$ cat config.mk
export PLATFORM = sky130hd
export DESIGN_NAME = otp_mode_core
export DESIGN_NICKNAME = d
export VERILOG_FILES = /design/src/rtl/otp_mode_pkg.sv /design/src/rtl/otp_mode_decode.sv /design/src/rtl/otp_sig_rom.sv /design/src/rtl/otp_cell_array.sv /design/src/rtl/otp_mode_core.sv
export SDC_FILE = /design/constraint.sdc
export NUM_CORES = 1
export LEC_CHECK = 0
export BUFFER_PORTS_ARGS = -buffer_cell sky130_fd_sc_hd__buf_4
export CORE_AREA = 5 5 112 114
export DETAILED_ROUTE_END_ITERATION = 10
export DIE_AREA = 0 0 117 119
export PLACE_DENSITY = 0.8
export SLEW_MARGIN = 30
export SYNTH_ARGS = -nofsm -noshare
export SYNTH_HDL_FRONTEND = slang
export SYNTH_HIERARCHICAL = 1
export SYNTH_SLANG_ARGS = --single-unit
$ cat constraint.sdc
create_clock -name clk -period 4.1 [get_ports clk]
set_input_delay 0.615 -clock clk [delete_from_list [all_inputs] [get_ports clk]]
set_output_delay 0.615 -clock clk [all_outputs]
set_load 0.1 [all_outputs]
$ cat src/rtl/otp_mode_pkg.sv
package otp_mode_pkg;

  typedef enum logic [2:0] {
    M_READ      = 3'd0,
    M_OUT_OFF   = 3'd1,
    M_STBY_TTL  = 3'd2,
    M_STBY_CMOS = 3'd3,
    M_PROGRAM   = 3'd4,
    M_VERIFY    = 3'd5,
    M_INHIBIT   = 3'd6,
    M_IDENT     = 3'd7
  } otp_mode_e;

  // Modes in which the device drives the bus
  function automatic logic mode_drives(otp_mode_e m);
    return (m == M_READ) || (m == M_VERIFY) || (m == M_IDENT);
  endfunction

  // Result of a program pulse: bits can only be cleared
  function automatic logic [7:0] burn_byte(logic [7:0] old_v, logic [7:0] new_v);
    return old_v & new_v;
  endfunction

endpackage

$ cat src/rtl/otp_mode_decode.sv
module otp_mode_decode
  import otp_mode_pkg::*;
#(
  parameter int ADDR_W = 17
) (
  input  logic              ce_n,
  input  logic              oe_n,
  input  logic              pgm_n,
  input  logic              vpp_hi,
  input  logic              a9_hv,
  input  logic              cmos_sel,
  input  logic [ADDR_W-1:0] addr,
  output otp_mode_e         mode
);

  localparam logic [ADDR_W-1:0] IdentFree = ADDR_W'((1 << 9) | 1);

  // True when only bits 0 and 9 may be non-zero
  function automatic logic ident_addr_ok(logic [ADDR_W-1:0] a);
    return (a & ~IdentFree) == '0;
  endfunction

  logic ident_req;
  assign ident_req = a9_hv && ident_addr_ok(addr);

  always_comb begin
    if (ce_n) begin
      if (vpp_hi)        mode = M_INHIBIT;
      else if (cmos_sel) mode = M_STBY_CMOS;
      else               mode = M_STBY_TTL;
    end else if (vpp_hi) begin
      if (!oe_n)         mode = M_VERIFY;
      else if (!pgm_n)   mode = M_PROGRAM;
      else               mode = M_OUT_OFF;
    end else begin
      if (oe_n)           mode = M_OUT_OFF;
      else if (ident_req) mode = M_IDENT;
      else                mode = M_READ;
    end
  end

endmodule

$ cat src/rtl/otp_sig_rom.sv
module otp_sig_rom #(
  parameter logic [7:0] MFR_CODE = 8'hC2,
  parameter logic [7:0] DEV_CODE = 8'hCA
) (
  input  logic       sel_dev,
  output logic [7:0] code
);

  assign code = sel_dev ? DEV_CODE : MFR_CODE;

endmodule

$ cat src/rtl/otp_cell_array.sv
module otp_cell_array
  import otp_mode_pkg::*;
#(
  parameter int DEPTH = 16,
  localparam int IDX_W = (DEPTH > 1) ? $clog2(DEPTH) : 1
) (
  input  logic             clk,
  input  logic             rst_n,
  input  logic             wr_en,
  input  logic [IDX_W-1:0] idx,
  input  logic [7:0]       wr_data,
  output logic [7:0]       rd_data
);

  logic [7:0]       cells [DEPTH];
  logic [IDX_W-1:0] last_idx;
  logic [7:0]       wr_old;
  logic [7:0]       last_word;

  assign rd_data   = cells[idx];
  assign wr_old    = cells[idx];
  assign last_word = cells[last_idx];

  always_ff @(posedge clk or negedge rst_n) begin
    if (!rst_n) begin
      for (int i = 0; i < DEPTH; i++) cells[i] <= 8'hFF;
      last_idx <= '0;
    end else begin
      last_idx <= idx;
      if (wr_en) cells[idx] <= burn_byte(wr_old, wr_data);
    end
  end



  burn_and_chk: assert property (@(posedge clk) disable iff (!rst_n)
    wr_en |=> (last_word == ($past(wr_old) & $past(wr_data))));


  no_set_chk: assert property (@(posedge clk) disable iff (!rst_n)
    wr_en |=> ((last_word & ~$past(wr_old)) == 8'h00));

endmodule

$ cat src/rtl/otp_mode_core.sv
module otp_mode_core
  import otp_mode_pkg::*;
#(
  parameter int         ADDR_W   = 17,
  parameter int         DEPTH    = 16,
  parameter logic [7:0] MFR_CODE = 8'hC2,
  parameter logic [7:0] DEV_CODE = 8'hCA
) (
  input  logic              clk,
  input  logic              rst_n,
  input  logic              ce_n,
  input  logic              oe_n,
  input  logic              pgm_n,
  input  logic              vpp_hi,
  input  logic              a9_hv,
  input  logic              cmos_sel,
  input  logic [ADDR_W-1:0] addr,
  input  logic [7:0]        dq_in,
  output logic [7:0]        dq_out,
  output logic              dq_oe,
  output logic [2:0]        mode_o
);

  localparam int IDX_W = (DEPTH > 1) ? $clog2(DEPTH) : 1;

  // Location = address modulo depth
  function automatic logic [IDX_W-1:0] cell_of(logic [ADDR_W-1:0] a);
    logic [ADDR_W-1:0] r;
    r = a % ADDR_W'(DEPTH);
    return r[IDX_W-1:0];
  endfunction

  otp_mode_e        mode;
  logic [IDX_W-1:0] cell_idx;
  logic             write_pulse;
  logic [7:0]       cell_byte;
  logic [7:0]       ident_byte;
  logic             bus_drive;

  otp_mode_decode #(.ADDR_W(ADDR_W)) u_decode (
    .ce_n(ce_n), .oe_n(oe_n), .pgm_n(pgm_n), .vpp_hi(vpp_hi),
    .a9_hv(a9_hv), .cmos_sel(cmos_sel), .addr(addr), .mode(mode)
  );

  otp_sig_rom #(.MFR_CODE(MFR_CODE), .DEV_CODE(DEV_CODE)) u_sig (
    .sel_dev(addr[0]), .code(ident_byte)
  );

  assign cell_idx    = cell_of(addr);
  assign write_pulse = (mode == M_PROGRAM);

  otp_cell_array #(.DEPTH(DEPTH)) u_cells (
    .clk(clk), .rst_n(rst_n), .wr_en(write_pulse), .idx(cell_idx),
    .wr_data(dq_in), .rd_data(cell_byte)
  );

  assign bus_drive = mode_drives(mode);
  assign dq_oe     = bus_drive;
  assign mode_o    = mode;

  always_comb begin
    if (!bus_drive)            dq_out = 8'h00;
    else if (mode == M_IDENT)  dq_out = ident_byte;
    else                       dq_out = cell_byte;
  end


  standby_hiz_chk: assert property (@(posedge clk) disable iff (!rst_n)
    (ce_n && !vpp_hi) |-> (!dq_oe && dq_out == 8'h00));


  gate_off_chk: assert property (@(posedge clk) disable iff (!rst_n)
    oe_n |-> !dq_oe);


  inhibit_no_write_chk: assert property (@(posedge clk) disable iff (!rst_n)
    (ce_n && vpp_hi) |-> (!write_pulse && !dq_oe));


  ident_value_chk: assert property (@(posedge clk) disable iff (!rst_n)
    (mode_o == 3'd7) |-> (dq_out == (addr[0] ? DEV_CODE : MFR_CODE)));


  prog_pins_chk: assert property (@(posedge clk) disable iff (!rst_n)
    write_pulse |-> (vpp_hi && !ce_n && oe_n && !pgm_n));

endmodule

==> impl_metrics.tcl <==
set metrics [dict create \
    fin_tns_setup_ns 0 \
    ctsHoldBuffers 0 \
    reg2reg_slack_ns 2.62 \
    ys_seq_area_share_pct 50.2 \
    port_buffers 43 \
    route.detailed.drc 0 \
    cts_setup_buffers 0 \
    required_ns 3.48 \
    rsz0062_at_grt "no" \
    ys_ff_latch 128 \
    avgRoutedWirePerCell_um 20.6 \
    root_buffer "clkbuf_16" \
    final_area_sq_um 7770 \
    largest_register "u_cells/cells" \
    syn_area_sq_um 6710 \
    synth_top_area_share_pct 50.2 \
    firstDrtPassIters 6 \
    grt_max_degree 72 \
    drive_above_1_share_pct 41.6 \
    synth_edf_count 0 \
    synth_largest_area_cell "dfstp_2" \
    grt_pass1_vias 5227 \
    worst_pin_slew_ns 0.699 \
    core_sq_um 11300 \
    end_kind "output port" \
    synth-main-ff-cell "dfstp_2" \
    synth_cell_types 53 \
    grt_overflow 0 \
    cellPowerDensity_nw_per_um2 477 \
    largestRegisters "u_cells/cells x128" \
    clock-sinks 128 \
    synth.most_common_cell "dfstp_2" \
    setup_viol 0 \
    cts_made_buffers 17 \
    wirelength_um 16900 \
    path_class "in2out" \
    drv_cap 0 \
    globalplace.congestion 0.843 \
    period_needed_ns 3.52 \
    syn_area_per_cell_sq_um 10.6 \
    hold_viol 0 \
    ys_warn_count 6 \
    cts_buffer_depth 2 \
    leakage_nw 3.26 \
    cts_htree_levels 4 \
    rows 39 \
    clock_latency_ns 0.41 \
    die-area_sq_um 13900 \
    num_io_pins 45 \
    outcome "finished, final reports clean" \
    grtUsageTotal_pct 24.8 \
    cts_tree "yes" \
    netlist_instances 632 \
    arrival_ns 2.90 \
    post_cts_resized 0 \
    area_growth_pct 15.9 \
    clock_skew_ns 0.00304 \
    synth.area.top_cells "dfstp_2 (50%), mux2i_1 (10%), nand2_1 (6.5%)" \
    vias 5069 \
    ys_top_cells_by_count "dfstp_2 (128), nand2_1 (116), mux2i_1 (68)" \
    antenna_found_initial 0 \
    reg2reg_from "u_cells/cells[56]" \
    largest_reg_flops 128 \
    crit_fanout 27 \
    viasPerCell 6.16 \
    grt_pass1_wl_um 26600 \
    antennaDiodeCount 0 \
    nets 700 \
    start_kind "input pin" \
    hold_path_class "in2async" \
    initial_core_util_pct 59.2 \
    irDropWorstVdd_v 0.000368 \
    final.period_utilization_pct 85.8 \
    placed_area_sq_um 7110 \
    max_slew_margin_pct 53.3 \
    initialDrtViolationCount 456 \
    dpl.hpwl_um 10900 \
    die_h_um 119 \
    clk_pin_slew_ns 0.06 \
    worst-r2r-cell-count 4 \
    max_freq_mhz 284 \
    detail-route-antenna-nets 0 \
    r2r_end "u_cells/cells[0]" \
    dieWidth_um 117 \
    drv_slew 0 \
    async_reset_ff_share_pct 100 \
]
-- layout by cell type, fill, tap and decap left out, types with 4 or more instances in the layout --
master / count
o21a_1: 6
nand2_1: 116
nand2_2: 4
a21oi_1: 6
nand2b_1: 4
buf_4: 56
o31ai_1: 4
mux2_2: 25
a22oi_1: 9
o2bb2ai_2: 8
dfstp_2: 128
o21ai_1: 24
nor2b_1: 5
a21boi_1: 8
inv_6: 4
bufinv_16: 4
inv_1: 23
a21boi_0: 8
nand3_1: 26
o21ai_0: 56
nand4_1: 6
a22oi_2: 7
clkbuf_16: 17
mux2i_1: 68
conb_1: 7
-- critical path: stages --
cell       delay (ns)
buf_4            0.22
nor4_2           0.28
nand4_1          0.35
o31ai_4          0.52
buf_4            0.26
mux2i_1          0.10
o2bb2ai_2        0.20
buf_4            0.32
-- layout make-up --
class,instances,area (sq um)
fillers,798,3550
flip-flops and latches,128,3360
multi-input cells,439,3040
repair buffers,58,468
clock buffers,17,425
clock inverters,15,208
well taps,143,179
inverters,23,86.3
-- layer usage --
metal  GRT usage, %  routed length (um)  vias up
li1               -                   -     2282
met4           11.5                 684        0
met3           5.93                1180       57
met5              0                   0        -
met2           39.9                8390      212
met1           31.3                6670     2518
-- power by group --
| group | switching, W | internal, W |
|---|---|---|
| registers | 0.0000675 | 0.00148 |
| logic | 0.000352 | 0.000185 |
| clock network | 0.000594 | 0.00103 |
-- worst max-delay path by stage --
| stage | from | cells past startpoint | endpoint |
|---|---|---|---|
| floorplan | addr[14] | 5 | dq_out[0] |
| global placement | addr[3] | 9 | u_cells/cells[118] |
| detailed placement | addr[3] | 9 | u_cells/cells[115] |
| CTS | addr[3] | 8 | dq_out[3] |
| global route | addr[1] | 9 | dq_out[1] |
| finish | addr[3] | 8 | dq_out[3] |
-- cell families after synthesis --
logic type             share of synthesized area, %
AOI/OAI and AO/OA                              14.0
and+or+nand+nor                                14.3
other                                         0.112
DFF                                            50.2
buffers and inverters                          6.06
muxes                                          15.4
-- metrics by stage --
| stage | util [%] | total power, W | hold slack (ns) | cells | setup slack [ns] |
|---|---|---|---|---|---|
| after floorplan | - | 0.00193 | 0.439 | 637 | -0.148 |
| after global placement | 62.8 | 0.00205 | 0.446 | 790 | 0.544 |
| after detailed placement | 62.8 | 0.00209 | 0.449 | 790 | 0.441 |
| after CTS | 68.4 | 0.00372 | 0.459 | 822 | 0.585 |
| after global routing | 68.7 | 0.00384 | 0.383 | 823 | 0.467 |
| final | 68.7 | 0.00371 | 0.363 | 823 | 0.582 |
No activity file was read; power rests on OpenSTA's default activity.
